--- config.mk ---
export PLATFORM = sky130hd
export DESIGN_NAME = pin_debounce_bank
export DESIGN_NICKNAME = d
export VERILOG_FILES = /design/src/rtl/pdb_pkg.sv /design/src/rtl/pdb_cfg_regs.sv /design/src/rtl/pdb_tick_gen.sv /design/src/rtl/pdb_pin_filter.sv /design/src/rtl/pin_debounce_bank.sv
export SDC_FILE = /design/constraint.sdc
export NUM_CORES = 1
export LEC_CHECK = 0
export BUFFER_PORTS_ARGS = -buffer_cell sky130_fd_sc_hd__buf_2
export CAP_MARGIN = 25
export CORE_AREA = 10 10 182 142
export DETAILED_ROUTE_END_ITERATION = 8
export DIE_AREA = 0 0 192 152
export PLACE_DENSITY = 0.68
export SLEW_MARGIN = 10
export SYNTH_ARGS = -nofsm -noshare
export SYNTH_HDL_FRONTEND = slang
export SYNTH_SLANG_ARGS = --single-unit
--- constraint.sdc ---
create_clock -name clk -period 2.3 [get_ports clk]
set_input_delay 0.23 -clock clk [delete_from_list [all_inputs] [get_ports clk]]
set_output_delay 0.23 -clock clk [all_outputs]
set_load 0.05 [all_outputs]
--- src/rtl/pdb_pkg.sv ---
// Shared constants for the pin debounce bank.
// Assumes the pin count is a multiple of the slice width.
package pdb_pkg;
    localparam int SLICE_W  = 16;   // pins covered by one masked config word
    localparam int WDATA_W  = 32;   // configuration data width
    localparam int MASK_LSB = 16;   // first mask bit inside a masked word
endpackage

--- src/rtl/pdb_cfg_regs.sv ---
// Configuration store: per-pin enable and tick-select bits written
// through masked half-words, and a plain divider word.
// Assumes NUM_PINS is a multiple of pdb_pkg::SLICE_W.
module pdb_cfg_regs #(
    parameter int NUM_PINS = 32,
    parameter int DIV_W    = 24,
    parameter int ADDR_W   = 3
) (
    input  logic                        clk,
    input  logic                        rst_n,
    input  logic                        we,
    input  logic [ADDR_W-1:0]           addr,
    input  logic [pdb_pkg::WDATA_W-1:0] wdata,
    output logic [NUM_PINS-1:0]         en_q,
    output logic [NUM_PINS-1:0]         sel_q,
    output logic [DIV_W-1:0]            div_q,
    output logic                        div_wr
);
    import pdb_pkg::*;

    localparam int SLICES   = NUM_PINS / SLICE_W;
    localparam int SEL_BASE = SLICES;
    localparam int DIV_ADDR = 2 * SLICES;

    logic [SLICE_W-1:0] wmask;
    logic [SLICE_W-1:0] wval;

    assign wmask  = wdata[MASK_LSB +: SLICE_W];
    assign wval   = wdata[SLICE_W-1:0];
    assign div_wr = we && (int'(addr) == DIV_ADDR);

    for (genvar s = 0; s < SLICES; s++) begin : g_slice
        logic en_hit;
        logic sel_hit;
        assign en_hit  = we && (int'(addr) == s);
        assign sel_hit = we && (int'(addr) == SEL_BASE + s);

        // Enable slice: masked bits take the new value, others hold.
        always_ff @(posedge clk) begin
            if (!rst_n)
                en_q[s*SLICE_W +: SLICE_W] <= '0;
            else if (en_hit)
                en_q[s*SLICE_W +: SLICE_W] <= (en_q[s*SLICE_W +: SLICE_W] & ~wmask)
                                            | (wval & wmask);
        end

        // Select slice: same masked update as the enable slice.
        always_ff @(posedge clk) begin
            if (!rst_n)
                sel_q[s*SLICE_W +: SLICE_W] <= '0;
            else if (sel_hit)
                sel_q[s*SLICE_W +: SLICE_W] <= (sel_q[s*SLICE_W +: SLICE_W] & ~wmask)
                                             | (wval & wmask);
        end

        // a write with an all-zero mask leaves the slice untouched
        a_r6_zero_mask_en: assert property (@(posedge clk) disable iff (!rst_n)
            (en_hit && wmask == '0) |=> $stable(en_q[s*SLICE_W +: SLICE_W]));
        a_r6_zero_mask_sel: assert property (@(posedge clk) disable iff (!rst_n)
            (sel_hit && wmask == '0) |=> $stable(sel_q[s*SLICE_W +: SLICE_W]));
    end

    // Divider word: low DIV_W bits are stored and the rest is dropped.
    always_ff @(posedge clk) begin
        if (!rst_n)
            div_q <= '0;
        else if (div_wr)
            div_q <= wdata[DIV_W-1:0];
    end
endmodule

--- src/rtl/pdb_tick_gen.sv ---
// Shared debounce tick: one-cycle pulse every 2*(div_val+1) clocks.
// A restart pulse zeroes the count so the phase follows the last write.
module pdb_tick_gen #(
    parameter int DIV_W = 24
) (
    input  logic             clk,
    input  logic             rst_n,
    input  logic [DIV_W-1:0] div_val,
    input  logic             restart,
    output logic             tick
);
    localparam int CNT_W = DIV_W + 1;

    logic [CNT_W-1:0] cnt_q;
    logic [CNT_W-1:0] limit;

    assign limit = {div_val, 1'b1};
    assign tick  = (cnt_q == limit);

    // Period counter: clears on restart or at its limit.
    always_ff @(posedge clk) begin
        if (!rst_n)
            cnt_q <= '0;
        else if (restart || cnt_q >= limit)
            cnt_q <= '0;
        else
            cnt_q <= cnt_q + 1'b1;
    end

    // the shortest period is two cycles, so ticks never touch
    a_r4_tick_spacing: assert property (@(posedge clk) disable iff (!rst_n)
        tick |=> !tick);
    // after a restart the count starts over and cannot tick at once
    a_r5_restart_quiet: assert property (@(posedge clk) disable iff (!rst_n)
        restart |=> !tick);
    // with no restart, the count stays within its period
    a_r4_cnt_bound: assert property (@(posedge clk) disable iff (!rst_n)
        $stable(div_val) |-> (cnt_q <= limit));
endmodule

--- src/rtl/pdb_pin_filter.sv ---
// One pin's debounce filter. The pin samples on every clock or on the
// shared tick. The stored level follows the input only when two
// consecutive samples agree. A disabled pin is passed through unchanged.
module pdb_pin_filter (
    input  logic clk,
    input  logic rst_n,
    input  logic raw,
    input  logic en,
    input  logic use_tick,
    input  logic tick,
    output logic filt
);
    logic samp_q;
    logic filt_q;
    logic step;

    assign step = use_tick ? tick : 1'b1;
    assign filt = en ? filt_q : raw;

    // Sample and filter state: tracks the input while disabled.
    always_ff @(posedge clk) begin
        if (!rst_n || !en) begin
            samp_q <= raw;
            filt_q <= raw;
        end else if (step) begin
            samp_q <= raw;
            if (raw == samp_q)
                filt_q <= raw;
        end
    end

    // an enabled pin holds its level between sample points
    a_r4_hold_off_step: assert property (@(posedge clk) disable iff (!rst_n)
        (en && !step) |=> $stable(filt_q));
    // disagreeing samples never move the filtered level
    a_r3_need_agree: assert property (@(posedge clk) disable iff (!rst_n)
        (en && step && (raw != samp_q)) |=> $stable(filt_q));
endmodule

--- src/rtl/pin_debounce_bank.sv ---
// Debounce bank top: configuration store, shared tick divider and one
// filter per pin. Inputs are assumed to be synchronous to clk.
module pin_debounce_bank #(
    parameter int NUM_PINS = 32,
    parameter int DIV_W    = 24,
    parameter int ADDR_W   = 3
) (
    input  logic                        clk,
    input  logic                        rst_n,
    input  logic                        cfg_we,
    input  logic [ADDR_W-1:0]           cfg_addr,
    input  logic [pdb_pkg::WDATA_W-1:0] cfg_wdata,
    input  logic [NUM_PINS-1:0]         pin_raw,
    output logic [NUM_PINS-1:0]         pin_filt
);
    logic [NUM_PINS-1:0] en_q;
    logic [NUM_PINS-1:0] sel_q;
    logic [DIV_W-1:0]    div_q;
    logic                div_wr;
    logic                tick;

    pdb_cfg_regs #(
        .NUM_PINS (NUM_PINS),
        .DIV_W    (DIV_W),
        .ADDR_W   (ADDR_W)
    ) u_cfg (
        .clk    (clk),
        .rst_n  (rst_n),
        .we     (cfg_we),
        .addr   (cfg_addr),
        .wdata  (cfg_wdata),
        .en_q   (en_q),
        .sel_q  (sel_q),
        .div_q  (div_q),
        .div_wr (div_wr)
    );

    pdb_tick_gen #(
        .DIV_W (DIV_W)
    ) u_tick (
        .clk     (clk),
        .rst_n   (rst_n),
        .div_val (div_q),
        .restart (div_wr),
        .tick    (tick)
    );

    for (genvar p = 0; p < NUM_PINS; p++) begin : g_pin
        pdb_pin_filter u_flt (
            .clk      (clk),
            .rst_n    (rst_n),
            .raw      (pin_raw[p]),
            .en       (en_q[p]),
            .use_tick (sel_q[p]),
            .tick     (tick),
            .filt     (pin_filt[p])
        );
    end

    // reset leaves every pin unfiltered
    a_r9_reset_cfg: assert property (@(posedge clk)
        !rst_n |=> (en_q == '0 && sel_q == '0 && div_q == '0));
endmodule

# ---- Word level (Yosys, flattened, before mapping)
# Cells that the tools add are included.
# W data, S select, Z words.
dict set report word_totals {
  ff_bits 177
  latch_bits 0
  ram_bits 0
  mem_bits_ro 0
  inputBits 70
  out_inout_bits 32
  wordCells 513
  memories 0
}
dict set report classes {
  addsub 1
  multipliers 0
  div 0
  magnitude_cmp 1
  n_eq_ne 37
  shifts 0
  mux 224
  n_bitwise 11
  reduce_logical 169
}
# cell count
set ops {}
lappend ops {{$mux W1} 224}
lappend ops {{$reduce_bool A2 Y1} 64}
lappend ops {{$and A16 B16 Y16} 5}
lappend ops {{$or A16 B16 Y16} 4}
lappend ops {{$reduce_and A2 Y1} 32}
lappend ops {{$logic_not A1 Y1} 33}
lappend ops {{$logic_or A1 B1 Y1} 33}
lappend ops {{$eq A1 B1 Y1} 32}
lappend ops {{$add A25 B1 Y25 const B} 1}
lappend ops {{$eq A25 B25 Y1} 1}
lappend ops {{$ge A25 B25 Y1} 1}
lappend ops {{$not A16 Y16} 1}
lappend ops {{$eq A3 B3 Y1 const B} 3}
lappend ops {{$logic_and A1 B1 Y1} 5}
lappend ops {{$eq A3 B2 Y1 const B} 1}
lappend ops {{$logic_not A3 Y1} 1}
lappend ops {{$reduce_or A2 Y1} 1}
lappend ops {{$not A1 Y1} 1}

# ---- Longest topological paths before layout
# Gate-level depths: netlist (run 1).
dict set report logic_depth {
  ltp_word 4
  mapped_depth 9
}

# ---- By module
# From an unflattened synthesis (run 1), not the netlist that was laid out.
dict set report hier_totals {
  hier_cells 826
  area_unflattened_um2 8650.8
}
# mod instances cells_per_inst area_each_um2 seq_area_each_um2
set by_module_without_submodules {}
lappend by_module_without_submodules {pdb_cfg_regs 1 397 3509.6 1761.7}
lappend by_module_without_submodules {pdb_pin_filter 32 7 102.6 60.1}
lappend by_module_without_submodules {pdb_tick_gen 1 205 1858.0 500.5}

# ---- Worst setup path after synthesis (run 1)
# Ideal clock, no wire load.
dict set report synth_path {
  path_kind {reg-to-reg}
  startpoint {register u_cfg.div_q[22]}
  endpoint {register g_pin[0].u_flt.filt_q (enable)}
  setup_time_ns 0.295
  arrival_ns 2.182
  t_required_ns 2.005
  setup_slack_ns -0.177
  stages_incl_launch_ff 10
  synth_period_minus_slack_ns 2.477
  path_cell_list {dfxtp_1 -> inv_1 -> ha_1 -> nand4_2 -> or4_4 -> or3_1 -> buf_2 -> buf_6 -> a21o_1 -> nand3_1}
}
dict set report synth_via {
  elab_chain_cells 4
}
# element line_no
set synth_rtl {}
lappend synth_rtl {{start: declaration} pdb_cfg_regs.sv:16} ;# output logic [DIV_W-1:0] div_q,
lappend synth_rtl {{start signal: assignment} pdb_cfg_regs.sv:68} ;# div_q <= wdata[DIV_W-1:0];
lappend synth_rtl {{$eq A25 B25 Y1} pdb_tick_gen.sv:18} ;# assign tick = (cnt_q == limit);
lappend synth_rtl {{$mux W1} pdb_pin_filter.sv:17} ;# assign step = use_tick ? tick : 1'b1;
lappend synth_rtl {{$reduce_bool A2 Y1 (no line)} n/a}
lappend synth_rtl {{$reduce_and A2 Y1 (no line)} n/a}
lappend synth_rtl {{end signal: assignment} pdb_pin_filter.sv:24} ;# filt_q <= raw;
lappend synth_rtl {{end signal: assignment} pdb_pin_filter.sv:28} ;# filt_q <= raw;
lappend synth_rtl {{end: declaration} pdb_pin_filter.sv:14} ;# logic filt_q;
# Every way passes these cells.
# A chain may end at the register's enable or synchronous reset.

# ---- Worst setup path in the final report (run 1)
dict set report layout_path {
  startpoint {register u_cfg.div_q[11]}
  endpoint {register g_pin[11].u_flt.filt_q (enable)}
}
dict set report layout_via {
  elab_chain_cells 4
}
# element line_no
set layout_rtl {}
lappend layout_rtl {{$eq A25 B25 Y1} pdb_tick_gen.sv:18}
lappend layout_rtl {{$mux W1} pdb_pin_filter.sv:17}
lappend layout_rtl {{$reduce_bool A2 Y1 (no line)} n/a}
lappend layout_rtl {{$reduce_and A2 Y1 (no line)} n/a}
lappend layout_rtl {{end signal: assignment} pdb_pin_filter.sv:24}
lappend layout_rtl {{end signal: assignment} pdb_pin_filter.sv:28}
lappend layout_rtl {{end: declaration} pdb_pin_filter.sv:14}
# Every way passes these cells.

==> results of run 1 <==
## worst max path at each step
stage	depth (start not counted)	end	slack, ns
global route	8	g_pin[0].u_flt.filt_q	-0.27
finish	8	g_pin[11].u_flt.filt_q	-0.21
floorplan	9	g_pin[13].u_flt.filt_q	-0.05
CTS	8	g_pin[8].u_flt.filt_q	-0.15
detailed placement	8	g_pin[18].u_flt.filt_q	-0.23
global placement	8	g_pin[8].u_flt.filt_q	-0.18
## what timing repair did
item | in CTS | in global routing
pin swaps | 8 | 5
endpoints found under the hold margin | 0 | 0
endpoints found under the setup margin | 72 | 89
gates cloned | 2 | 1
resized for setup | 65 | 16
buffers inserted | 12 | 1
hold buffers | 0 | 0
## metrics by stage
step	power, uW	setup slack (ns)	hold WS [ns]
2_1_floorplan	4140	-0.0547	0.329
3_3_place_gp	4470	-0.176	0.452
3_5_place_dp	4490	-0.226	0.454
4_1_cts	7660	-0.145	0.00837
5_1_grt	7920	-0.270	0.0137
6_report	7670	-0.210	0.0208
## layout by cell type (no fill, tap or decap), types with 3 or more instances in the layout
| cell type | netlist | routed |
|---|---|---|
| a21boi_0 | 88 | 88 |
| a21o_1 | 35 | 35 |
| a21oi_1 | 9 | 9 |
| and3_1 | 5 | 5 |
| buf_12 | 0 | 6 |
| buf_2 | 3 | 100 |
| buf_4 | 32 | 44 |
| bufinv_16 | 0 | 4 |
| clkbuf_16 | 0 | 18 |
| clkinv_2 | 0 | 4 |
| clkinvlp_4 | 0 | 3 |
| dfxtp_1 | 113 | 98 |
| dfxtp_2 | 0 | 15 |
| edfxtp_1 | 64 | 64 |
| ha_1 | 25 | 13 |
| ha_4 | 0 | 12 |
| inv_1 | 27 | 15 |
| inv_2 | 0 | 12 |
| mux2_2 | 32 | 32 |
| nand2_1 | 187 | 187 |
| nand3_1 | 140 | 112 |
| nand3_2 | 0 | 28 |
| nand4_1 | 9 | 9 |
| nor2_1 | 6 | 6 |
| nor3_1 | 26 | 24 |
| nor4_1 | 3 | 3 |
| o21ai_0 | 4 | 4 |
| xnor2_1 | 10 | 10 |
| xor2_1 | 45 | 45 |
## cell type report
cell class / count / area [um2]
diodes: 1 / 2.50
clock buffers: 18 / 429
clock inverters: 14 / 189
fillers: 2054 / 11700
inverters: 27 / 101
multi-input cells: 643 / 4340
flip-flops and latches: 177 / 4200
well taps: 300 / 375
repair buffers: 154 / 1030
## Yosys cell counts (all sizes together) (25+ instances only)
cell      n
a21boi   88
a21o     35
buf      38
clkbuf   55
dfxtp   113
edfxtp   64
ha       25
inv      27
mux2     32
nand2   187
nand3   140
nor3     26
xor2     45
## routing by layer
layer,part of all wire,vias to the layer above,wire (um)
met4,0.018,2,413
met5,0.00057,-,13
li1,-,3383,-
met2,0.44,210,10100
met1,0.46,3388,10600
met3,0.074,29,1680
## cells by family after synthesis
kind of cell	synth area share
and+or+nand+nor	0.204
DFF	0.478
AOI/OAI and AO/OA	0.117
buffers and inverters	0.0693
xor gates and xnor gates	0.0550
muxes	0.0411
adders and majority gates	0.0357
## power groups by stage
| stage | logic [uW] | clock network, uW | registers [uW] |
|---|---|---|---|
| finish | 1210 | 3060 | 3400 |
| global route | 1290 | 3220 | 3410 |
| CTS | 1160 | 3110 | 3400 |
| detailed placement | 1020 | 0 | 3470 |
| global placement | 1010 | 0 | 3460 |
| floorplan | 686 | 0 | 3450 |
==> results by group, run 1 <==
Clock network
  • CTS root buf: clkbuf_16
  • CTS tree: built
  • Num CTS Buffers: 17
  • Clock Latency Late Sink: 0.43 ns
  • Clk slew on worst S/H paths: approximately 0.070 ns
  • H-tree Lvls: 4
  • Sink Count: roughly 180
  • CTS max path bufs: 2

Detailed routing
  • WL/cell: about 17 um
  • Drt initial violations: 548
  • Via count: between 7,000 and 8,000
  • Total Routed Length: 22.8 mm
  • Routed vias/inst: about 5.3
  • Final ANT Viol Nets: 0
  • DRC viols: 0
  • DRT Pass-1 Iters: 7

Global routing
  • Met3 GRT Util: 0.0428
  • Total track usage: 0.154
  • Met2 Use GR: 0.236
  • Most Crowded Layer GR: met2
  • Grt met1 use: 0.203
  • Largest net degree at the start of global routing: ~120
  • First-pass GRT wire length: around 36 mm
  • Initial antenna violation count: 2
  • Total congestion overflow: 0
  • Vias in the first global route: 6,877

Setup path
  • CP arrival: 2.65 ns
  • Setup slack, reg-to-reg: -0.21 ns
  • Critical path type: reg2reg
  • Critical Path Fanout Max: 16
  • Terminus of the critical flop-to-flop path: g_pin[11].u_flt.filt_q
  • Critical-path cell list: inv_2 -> ha_4 -> nand4_1 -> or4_4 -> or3_4 -> buf_12 -> a21o_1 -> nand3_1
  • CP required: between 2 and 2.5 ns
  • Critical path origin: u_cfg.div_q[11]
  • Worst R2R Path Depth: 8
  • Cell family with most CP delay: simple AND/OR/NAND/NOR gates
  • Slowest stage cell on the critical path: or4_4
  • CP Capture Type: flip-flop
  • Crit path buffers/inverters: 2
  • Max incr delay on CP: 0.57 ns
  • Reg2reg start: u_cfg.div_q[11]
  • Startpoint Class: flip-flop

Synth
  • Flops & latches, synth: around 180
  • Post-Syn Nets: around 1,000
  • Main flop type after synthesis: dfxtp_1
  • Share of the synthesized area in the top cell type: 0.258
  • Async SR Flop Fraction: 0
  • Most area-hungry cell type in the Yosys netlist: dfxtp_1
  • Sequential area share after synthesis: 0.478
  • Synth Instances: between 900 and 1,000
  • Syn avg cell area: 9.32 um2
  • Synth cell types: 38
  • Synth area leaders: dfxtp_1, edfxtp_1, nand2_1, nand3_1, a21boi_0
  • Mapped cell area: just under 9000 um2
  • Yosys warning count: 0
  • Post-synth EDFFs: 64

Final layout
  • Layout area overhead: 21.7%
  • Fin area: about 11,000 um2
  • Nets: around 1,100
  • Final Non-Filler Cells: about 1,300
  • Share of cells above drive strength 1: 0.285
  • Core Util, Final: 0.476

Floorplan
  • Die W: 192 um
  • Cell Rows: 48
  • Chip Height: roughly 150 um
  • Top Ports: about 100
  • Core region area: ~22,000 um2
  • Initial Util: 0.391
  • Die ar.: 29,200 um2

Run status
  • Violated checks: setup timing
  • Status: complete, but fails checks

Job
  • Max-cap violation count: 0

Placement
  • # port buffers: just over 100
  • DP Cell Count: 1,286
  • Placed cell area: between 9000 and 10,000 um2
  • GPL Wtd Cong: between 0.8 and 0.9
  • Post-DP HPWL: 15.1 mm

Min path
  • Worst Hold Path Cells: 1
  • WHS Endpoint: g_pin[3].u_flt.filt_q
  • Min-delay worst type: in2reg
  • Hold wc startpoint: pin_raw[3]

Power and ir drop
  • Sw power: roughly 2000 uW
  • Pint: about 5600 uW
  • Power Dens Cells: between 700 and 800 nW/um2
  • Clock share of power: 0.399
  • Worst VDD drop: 0.462 mV
  • Share of power burned in registers: 0.443
  • Combinational Power Share: 0.158
  • Leak: a little under 0.004 uW
  • Net Sw Frac: 0.266

Timing
  • Clock skew: between 0.01 and 0.015 ns
  • Slew margin rel.: 0.656
  • Total negative slack: -10.60 ns
  • Final worst slack: -0.210 ns
  • Finish-stage setup viols: between 80 and 90
  • Period utilisation layout: 1.09
  • Max-slew violations: 0
  • Hold Vio Cnt, Final: 0
  • Measured slew at the worst slew-check pin: approximately 0.52 ns
  • Fmax: ~400 MHz
  • Clock period minus worst slack: 2.51 ns
  • Unrepaired setup endpoints after global routing: yes
(Power assumes the default switching activity.)
==> run 2, diff against run 1 <==
Settings changed: CAP_MARGIN 25 to unset, RECOVER_POWER set to 100.
==> run 2 against run 1 <==
The run ends with capacitance limit, slew limit, setup timing left; first-iteration DRC count up 7.7%; clock power about the same; combinational power about the same; clock-buffer cell count unchanged; critical endpoint is now g_pin[8].u_flt.filt_q; largest cell class unchanged.
==> results by group, run 2 (same netlist as run 1, synthesis figures left out) <==
Clock network
  • H-tree Lvls: 4 (unchanged)
  • Sink Count: 177 (unchanged)
  • Num CTS Buffers: 17 (unchanged)
  • CTS max path bufs: 2 (unchanged)
  • CTS tree: built (unchanged)
  • CTS root buf: clkbuf_16 (unchanged)
  • Clk slew on worst S/H paths: 0.07 ns (about the same)
  • Clock Latency Late Sink: 0.44 ns (was 0.43 ns)

Floorplan
  • Initial Util: 0.391 (unchanged)
  • Top Ports: 102 (unchanged)
  • Die W: 192 um (unchanged)
  • Die ar.: 29,200 um2 (unchanged)
  • Chip Height: 152 um (unchanged)
  • Core region area: 22,400 um2 (unchanged)
  • Cell Rows: 48 (unchanged)

Detailed routing
  • Final ANT Viol Nets: 0 (unchanged)
  • Routed vias/inst: 5.22 (was 5.26)
  • Total Routed Length: 22.8 mm (about the same)
  • DRT Pass-1 Iters: 7 (unchanged)
  • Drt initial violations: 590 (was 548)
  • WL/cell: 17.1 um (about the same)
  • DRC viols: 0 (unchanged)
  • Via count: 6,957 (was 7,012)

Placement
  • # port buffers: 101 (unchanged)
  • GPL Wtd Cong: 0.825 (unchanged)
  • Post-DP HPWL: 15.1 mm (unchanged)
  • Place WS: -0.226 ns (unchanged)

Setup path
  • CP arrival: 2.66 ns (was 2.65 ns)
  • Critical path type: reg2reg (unchanged)
  • Critical Path Fanout Max: 16 (unchanged)
  • Critical Path Sink: g_pin[8].u_flt.filt_q (was g_pin[11].u_flt.filt_q)
  • CP required: 2.45 ns (was 2.44 ns)
  • Cell family with most CP delay: simple AND/OR/NAND/NOR gates (unchanged)
  • Critical-path cell list: inv_2 -> ha_4 -> nand4_1 -> or4_4 -> or3_4 -> buf_12 -> a21o_1 -> nand3_1 (unchanged)
  • Reg2reg start: u_cfg.div_q[11] (unchanged)
  • Slowest stage cell on the critical path: or4_4 (unchanged)
  • Critical path origin: u_cfg.div_q[11] (unchanged)
  • Setup slack, reg-to-reg: -0.21 ns (about the same)
  • Crit path buffers/inverters: 2 (unchanged)
  • Startpoint Class: flip-flop (unchanged)
  • CP Capture Type: flip-flop (unchanged)
  • Max incr delay on CP: 0.57 ns (about the same)
  • Terminus of the critical flop-to-flop path: g_pin[8].u_flt.filt_q (was g_pin[11].u_flt.filt_q)
  • Worst R2R Path Depth: 8 (unchanged)
  • CP Depth: 8 (unchanged)

Timing
  • Clock skew: 0.0106 ns (was 0.0102 ns)
  • Hold Vio Cnt, Final: 0 (unchanged)
  • Measured slew at the worst slew-check pin: 1.61 ns (was 0.515 ns)
  • Unrepaired setup endpoints after global routing: yes (unchanged)
  • Total negative slack: -10.41 ns (was -10.60 ns)
  • Fmax: 399 MHz (was 398 MHz)
  • Finish-stage setup viols: 88 (was 89)
  • Period utilisation layout: 1.09 (about the same)
  • Slew margin rel.: -0.0735 (was 0.656)
  • Hold WS: 0.0850 ns (was 0.0208 ns)
  • Clock period minus worst slack: 2.51 ns (about the same)
  • Max-slew violations: 33 (was 0)
  • Final worst slack: -0.208 ns (was -0.210 ns)

Final layout
  • Diodes inserted: 0 (was 1)
  • Most common cell after layout, fill and taps aside: nand2_1 (unchanged)
  • Share of cells above drive strength 1: 0.219 (was 0.285)
  • Layout area overhead: 20.5% (was 21.7%)
  • Commonest cells after routing, fill and taps aside: nand2_1, nand3_1, dfxtp_1, a21boi_0, clkbuf_1 (was nand2_1, nand3_1, buf_2, dfxtp_1, a21boi_0)
  • Filler Cell Count: 2,079 (was 2,054)
  • Nets: 1,115 (unchanged)

Global routing
  • Total track usage: 0.154 (unchanged)
  • First-pass GRT wire length: 36.3 mm (unchanged)
  • Total congestion overflow: 0 (unchanged)
  • Largest net degree at the start of global routing: 121 (unchanged)
  • Initial antenna violation count: 1 (was 2)
  • Vias in the first global route: 6,877 (unchanged)

Run status
  • Status: complete, but fails checks (unchanged)
  • Violated checks: capacitance limit, slew limit, setup timing (was setup timing)

Power and ir drop
  • Worst VDD drop: 0.460 mV (was 0.462 mV)
  • Leak: 0.00367 uW (was 0.00387 uW)
  • Post-layout power: 7650 uW (was 7670 uW)
  • Power Dens Cells: 725 nW/um2 (was 719 nW/um2)

Min path
  • Hold wc startpoint: pin_raw[3] (unchanged)
  • Min-delay worst type: in2reg (unchanged)

Job
  • Max-cap violation count: 1 (was 0)
## run 2: final cells by class
type	instances	area (um2)	area share
tap	300	375	0.0356
inverter	27	101	0.00960
clock inverter	14	189	0.0179
clock buffer	18	429	0.0406
sequential	177	4200	0.398
multi-input combinational	643	4330	0.410
timing repair buffer	154	930	0.0881
## run 2: per-layer routing
layer  up-vias  GRT usage  routed length, um
li1       3388          -                  -
met1      3353      0.203              10800
met2       178      0.236              10100
met3        36     0.0428               1510
met4         2     0.0556                472
met5         -          0                 13
## run 2: where the power goes
group,internal [uW],total [uW],switching (uW)
combinational,448,1190,744
clock,1820,3060,1240
sequential,3340,3400,58.4
total,5610,7650,2050
## run 2: per-stage QoR
stage | cells | area, um2 | util
after detailed placement | 1286 | 9520 | 0.425
after global routing | 1333 | 10600 | 0.471
after global placement | 1286 | 9520 | 0.425
final | 1333 | 10600 | 0.471
after CTS | 1332 | 10600 | 0.471
after floorplan | 940 | 8780 | -
## run 2: how the worst min path moves through the flow
stage	to	slack [ns]	depth (start not counted)
floorplan	g_pin[0].u_flt.filt_q	0.33	0
global placement	u_cfg.div_q[8]	0.45	2
detailed placement	u_cfg.div_q[17]	0.45	2
CTS	g_pin[20].u_flt.filt_q	0.008	1
global route	g_pin[8].u_flt.samp_q	0.08	1
finish	g_pin[3].u_flt.filt_q	0.08	1
## run 2: timing repair
action,in CTS,in global routing
setup endpoints to repair,72,89
hold buffers,0,0
buffers inserted,12,1
pin swaps,8,5
gates resized for setup,65,16
endpoints found under the hold margin,0,0
cloned,2,1
## run 2: worst reg2reg max path, cell delays in order (launching register included)
cell     delay (ns)
dfxtp_2        0.33
inv_2          0.04
ha_4           0.25
nand4_1        0.14
or4_4          0.57
or3_4          0.43
buf_12         0.19
a21o_1         0.18
nand3_1        0.08
